--- src/rtl/wdog_keyed_reset.sv ---
module wdog_keyed_reset #(
  parameter int ADDR_W    = 8,
  parameter int CNT_W     = 20,
  parameter int TICK_DIV  = 4,
  parameter int PULSE_LEN = 16,
  parameter logic [7:0] KEY = 8'h5A
) (
  input  logic        clk,
  input  logic        rst_n,
  input  logic        wr_en,
  input  logic        rd_en,
  input  logic [ADDR_W-1:0] addr,
  input  logic [31:0] wdata,
  output logic [31:0] rdata,
  output logic        reset_req
);
  localparam logic [ADDR_W-1:0] OFF_CTRL = ADDR_W'(8'h1C);
  localparam logic [ADDR_W-1:0] OFF_STAT = ADDR_W'(8'h20);
  localparam logic [ADDR_W-1:0] OFF_CNT  = ADDR_W'(8'h24);
  localparam int PRE_W = (TICK_DIV > 1) ? $clog2(TICK_DIV) : 1;
  localparam int PLS_W = $clog2(PULSE_LEN + 1);
  localparam logic [10:0] STAT_MASK = 11'h555;
  localparam logic [10:0] HARD_FLAG = 11'h040;
  localparam logic [1:0]  CFG_FULL  = 2'b10;

  logic [1:0]       cfg_q;
  logic [10:0]      stat_q;
  logic [CNT_W-1:0] cnt_q;
  logic [PRE_W-1:0] pre_q;
  logic [PLS_W-1:0] pls_q;
  logic             unused_wdata;

  wire key_ok  = wdata[31:24] == KEY;
  wire wr_ctrl = wr_en && key_ok && addr == OFF_CTRL;
  wire wr_stat = wr_en && key_ok && addr == OFF_STAT;
  wire wr_cnt  = wr_en && key_ok && addr == OFF_CNT;
  wire armed   = cfg_q == CFG_FULL;
  wire tick    = pre_q == PRE_W'(TICK_DIV - 1);
  wire fire    = armed && cnt_q == '0 && !wr_cnt;

  assign unused_wdata = ^wdata;
  assign reset_req = pls_q != '0;

  always_ff @(posedge clk or negedge rst_n) begin
    if (!rst_n) begin
      cnt_q <= '0;
      pre_q <= '0;
    end else if (wr_cnt) begin
      cnt_q <= wdata[CNT_W-1:0];
      pre_q <= '0;
    end else if (armed && cnt_q != '0) begin
      if (tick) begin
        pre_q <= '0;
        cnt_q <= cnt_q - 1'b1;
      end else begin
        pre_q <= pre_q + 1'b1;
      end
    end else begin
      pre_q <= '0;
    end
  end

  always_ff @(posedge clk or negedge rst_n) begin
    if (!rst_n)       cfg_q <= '0;
    else if (fire)    cfg_q <= '0;
    else if (wr_ctrl) cfg_q <= wdata[5:4];
  end

  always_ff @(posedge clk or negedge rst_n) begin
    if (!rst_n) stat_q <= '0;
    else        stat_q <= (wr_stat ? (wdata[10:0] & STAT_MASK) : stat_q)
                          | (fire ? HARD_FLAG : 11'h000);
  end

  always_ff @(posedge clk or negedge rst_n) begin
    if (!rst_n)            pls_q <= '0;
    else if (fire)         pls_q <= PLS_W'(PULSE_LEN);
    else if (pls_q != '0)  pls_q <= pls_q - 1'b1;
  end

  always_comb begin
    rdata = '0;
    if (rd_en) begin
      case (addr)
        OFF_CTRL: rdata[5:4]       = cfg_q;
        OFF_STAT: rdata[10:0]      = stat_q;
        OFF_CNT:  rdata[CNT_W-1:0] = cnt_q;
        default:  rdata            = '0;
      endcase
    end
  end
endmodule


--- config.mk ---
export PLATFORM = sky130hd
export DESIGN_NAME = wdog_keyed_reset
export DESIGN_NICKNAME = d
export VERILOG_FILES = /design/src/rtl/wdog_keyed_reset.sv
export SDC_FILE = /design/constraint.sdc
export NUM_CORES = 1
export LEC_CHECK = 0
export ABC_CLOCK_PERIOD_IN_PS = 2500
export BUFFER_PORTS_ARGS = -buffer_cell sky130_fd_sc_hd__clkbuf_2
export CAP_MARGIN = 20
export CORE_ASPECT_RATIO = 1.75
export CORE_MARGIN = 2
export CORE_UTILIZATION = 50
export CTS_CLUSTER_SIZE = 10
export DETAILED_ROUTE_END_ITERATION = 16
export HOLD_SLACK_MARGIN = 0.1
export PLACE_DENSITY = 0.8
export SLEW_MARGIN = 20
export SYNTH_ARGS = -nofsm -noshare
export SYNTH_HDL_FRONTEND = slang
export SYNTH_SLANG_ARGS = --single-unit
--- constraint.sdc ---
create_clock -name clk -period 2.5 [get_ports clk]
set_input_delay 0.5 -clock clk [delete_from_list [all_inputs] [get_ports clk]]
set_output_delay 0.5 -clock clk [all_outputs]
set_load 0.01 [all_outputs]
* Word level (Yosys, flattened, before mapping)
Cells that the tools add are included.
** Word-level totals
- Input bits :: 44
- Output and inout port bits :: 33
- Register bits after elaboration :: 40
** Operators by class
- Eq/ne operators :: 6
- Reductions and logical operators :: 16
- Muxes and demuxes :: 17
- $add $sub $neg :: 3
- Bitwise logic cells :: 1
** Operators by type and width (count)
- $mux W20 :: 4
- $logic_not A20 Y1 :: 1
- $reduce_bool A20 Y1 :: 1
- $sub A20 B1 Y20 const B :: 1
- $eq A8 B6 Y1 const B :: 2
- $mux W11 :: 1
- $or A11 B7 Y11 :: 1
- $mux W2 :: 5
- $mux W5 :: 2
- $pmux W5 S2 :: 1
- $mux W9 :: 1
- $eq A8 B5 Y1 const B :: 1
- $eq A8 B7 Y1 const B :: 1
- $pmux W4 S2 :: 1
- $reduce_bool A2 Y1 :: 4
- $logic_and A1 B1 Y1 :: 7
- $mux W7 :: 1
- $pmux W2 S3 :: 1
- $reduce_bool A5 Y1 :: 1
- $sub A5 B1 Y5 const B :: 1
- $eq A2 B2 Y1 const B :: 2
- $add A2 B1 Y2 const B :: 1
- $reduce_and A2 Y1 :: 1
- $logic_not A1 Y1 :: 1

* Longest topological paths before layout
- Depth in word-level cells :: 7
- Mapped depth :: 8

* Worst setup path after synthesis
No wires, ideal clock.
- Path kind :: input-to-output
- Start :: input addr[1]
- End :: output rdata[11]
- Buffers on the path :: 1
- Data arrival time :: 1.654 ns
- Stages on the path :: 5
- Slack :: 0.346 ns
- Path through :: nor4_1 > nand2_1 > nor2_1 > clkbuf_1 > and2_1
** On the way
- Cells in the longest elaborated chain, start to end :: 3
** RTL lines
- from (decl) :: line 12 : input logic [ADDR_W-1:0] addr,
- $eq A8 B6 Y1 :: line 84 : case (addr)
- $mux W9 :: line 84
- $mux W20 :: line 83 : if (rd_en) begin
- to (decl) :: line 14 : output logic [31:0] rdata,
Every way passes these cells.

* Final worst setup path
- Start :: input addr[1]
- End :: output rdata[6]
** On the way
- Cells in the longest elaborated chain, start to end :: 3
- Elaborated cells between the ends (all ways) :: 4
- Those cells by class :: eq/ne (2); mux (2)
** RTL lines (line)
- $eq A8 B6 Y1 :: 84
- $pmux W5 S2 (*) :: 84
- $mux W20 (*) :: 83
Mark *: on every way between the ends. The rest lies on a longest branch, timed or not.

==> results_dict.tcl <==
set metrics [dict create \
    outcome "finished clean" \
    cp.buffers_inverters 3 \
    syn_inst 245 \
    cts.sinks 35 \
    clkLatencyLatePin_ps 290 \
    drv_cap 0 \
    pwr-share-seq 0.527 \
    core_mm2 0.00440 \
    cpMostUsedCell "clkbuf_2" \
    nNetsFinal 358 \
    fmax_ghz 0.432 \
    final_common_cell "clkbuf_2" \
    worst_pin_slew_ps 868 \
    peakVddDrop_v 0.000330 \
    hp-class "in -> async" \
    pin_count 77 \
    yosys_warnings 0 \
    dr.pass1.iters 4 \
    syn2layout_area_growth_pct 18.1 \
    post-place-ws_ps 218 \
    grt_usage 0.216 \
    final_max_slew_viol_count 0 \
    antenna_cells 0 \
    postCtsSetupRepairBufs 0 \
    synthArstFlopShare 1.00 \
    dp_hpwl_um 3770 \
    met2_length_um 2680 \
    top_layer "met4" \
    drtAntennaViolNets 0 \
    ys.flop_type "dfrtp_1" \
    die_area_mm2 0.00512 \
    path_cells "clkbuf_2 > nor4_1 > nand2_1 > nor3b_1 > buf_4 > a22o_1 > clkbuf_2" \
    cts_tree "done" \
    post-route-drc-count 0 \
    port_buffers 60 \
    antenna_found_initial 0 \
    yosys_register_bits 35 \
    clockRootBuffer "clkbuf_8" \
    cts_made_buffers 5 \
    cp.required_ps 2000 \
    rsz0062_at_grt "no" \
    cp_max_fo 5 \
    finalCritPeriodShare 0.925 \
    combPwrFrac 0.058 \
    n_fill_cell 412 \
    grt_pass1_vias 1927 \
    synth_cell_types 52 \
    die_w_um 54.9 \
    synth.avg_cell_area_um2 9.27 \
    cts_buffer_depth 2 \
    period_minus_slack_ps 2310 \
    finalHoldViolCount 0 \
    synth_enable_flop_cells 0 \
    gr-total-overflow 0 \
    p_switching_uw 229 \
    cts_resized 0 \
    seq_area_frac_synth 0.386 \
    rows 32 \
    crit_arrival_ps 1810 \
    cp_slowest_stage_delay_ps 340 \
    crit_family "simple AND/OR/NAND/NOR gates" \
    wl_met3_um 244 \
    viasPerCell 5.53 \
    drt-total-wl_um 4940 \
    drt-met1-wl_um 1800 \
    internal_power_uw 845 \
    initial_core_util 0.516 \
    syn_area_mm2 0.00227 \
    setup_viol 0 \
    clkTransAtPathRegs_ps 70 \
    grt_pass1_wl_um 8090 \
    fp.dieH_um 93.2 \
    first_iter_violations 31 \
    num_vias 1998 \
    leakage_uw 0.00121 \
    gp_congestion 0.850 \
    max_slew_margin 0.422 \
    grt_start_max_net_pins 36 \
    crit_type "in -> out" \
    htreeDepth 2 \
    hold_buffers 0 \
    slowest_stage "nor4_1" \
    final_cell_mix "clkbuf_2 (60), dfrtp_1 (35), nor2_1 (34)" \
    layout-drive-gt1-share 0.300 \
    fin_setup_tns_ps 0 \
    crit_path_start_kind "input pin" \
    p_per_area_mw_per_mm2 401 \
    skew_ps 4.53 \
    swShare 0.213 \
    p_clk_frac 0.415 \
    setup_ws_ps 187 \
    cp-end-kind "output pin" \
    routedWlPerCell_um 13.7 \
]
## layout make-up
type	count	area (µm²)	area share
Tap cell	51	63.8	0.0238
Timing Repair Buffer	66	345	0.129
Inverter	6	22.5	0.00840
Clock buffer	8	100	0.0373
Sequential cell	35	876	0.326
Multi-Input combinational cell	195	1270	0.475
## cell families (layout without fill, tap and decap cells)
logic type,after synthesis,in the layout,share of synthesized area
other cells,1,12,0.00165
buf+inv,26,80,0.0711
compound gates,38,38,0.101
simple gates,111,111,0.291
mux,10,10,0.0479
flops,35,35,0.386
xor+xnor,19,19,0.0733
fa+ha+maj,5,5,0.0275
## worst paths after layout
check	start	cells after the start	endpoint	slack [ps]
max	addr[1]	7	rdata[6]	190
min	rst_n	1	cnt_q[19]$_DFFE_PN0P_	310
max reg2reg	cnt_q[0]$_DFFE_PN0P_	7	cnt_q[1]$_DFFE_PN0P_	300
min reg2reg	pre_q[0]$_DFF_PN0_	1	pre_q[0]$_DFF_PN0_	450
max in group asynchronous	rst_n	1	pls_q[1]$_DFFE_PN0P_	1640
min in group clk	wdata[6]	3	stat_q[6]$_DFF_PN0_	450
## synth_stat cells (all sizes together), types with 3 or more instances
master | count | share of area
xor2 | 3 | 0.012
a22o | 5 | 0.019
and2 | 14 | 0.039
dfrtp | 35 | 0.39
nor3 | 11 | 0.026
or3 | 6 | 0.018
nor3b | 4 | 0.015
nand4 | 3 | 0.011
nor4b | 3 | 0.021
nor4 | 10 | 0.030
clkbuf | 4 | 0.0066
mux2i | 3 | 0.013
mux2 | 7 | 0.035
buf | 15 | 0.049
xnor2 | 16 | 0.062
ha | 5 | 0.028
nor2 | 34 | 0.056
a21oi | 22 | 0.048
nand2 | 10 | 0.017
inv | 6 | 0.0099
nand3 | 3 | 0.0088
## metrics by stage
step	hold slack [ps]	instances	total power (µW)	utilization	area [µm²]
finish	312	361	1070	0.609	2680
global route	384	361	1130	0.609	2680
CTS	347	361	1090	0.609	2680
detailed placement	444	353	640	0.586	2580
global placement	427	353	640	0.586	2580
floorplan	204	256	607	-	2310
## sequential cells by signal, summed over array words and instances (netlist names)
signal  cells
stat_q      6
pls_q       5
cfg_q       2
cnt_q      20
pre_q       2
## power by group through the flow
stage	sequential (µW)	combinational [µW]	clock (µW)
floorplan	577	30.1	0
global placement	577	62.5	0
detailed placement	577	63.0	0
CTS	566	63.3	462
global route	566	71.4	490
finish	567	61.9	446
## layer usage
layer	track usage	up-vias
met3	0.0431	17
met5	0	-
met4	0.144	0
met2	0.374	60
li1	-	971
met1	0.218	950
Note: power is estimated with default switching activity, not from simulation.
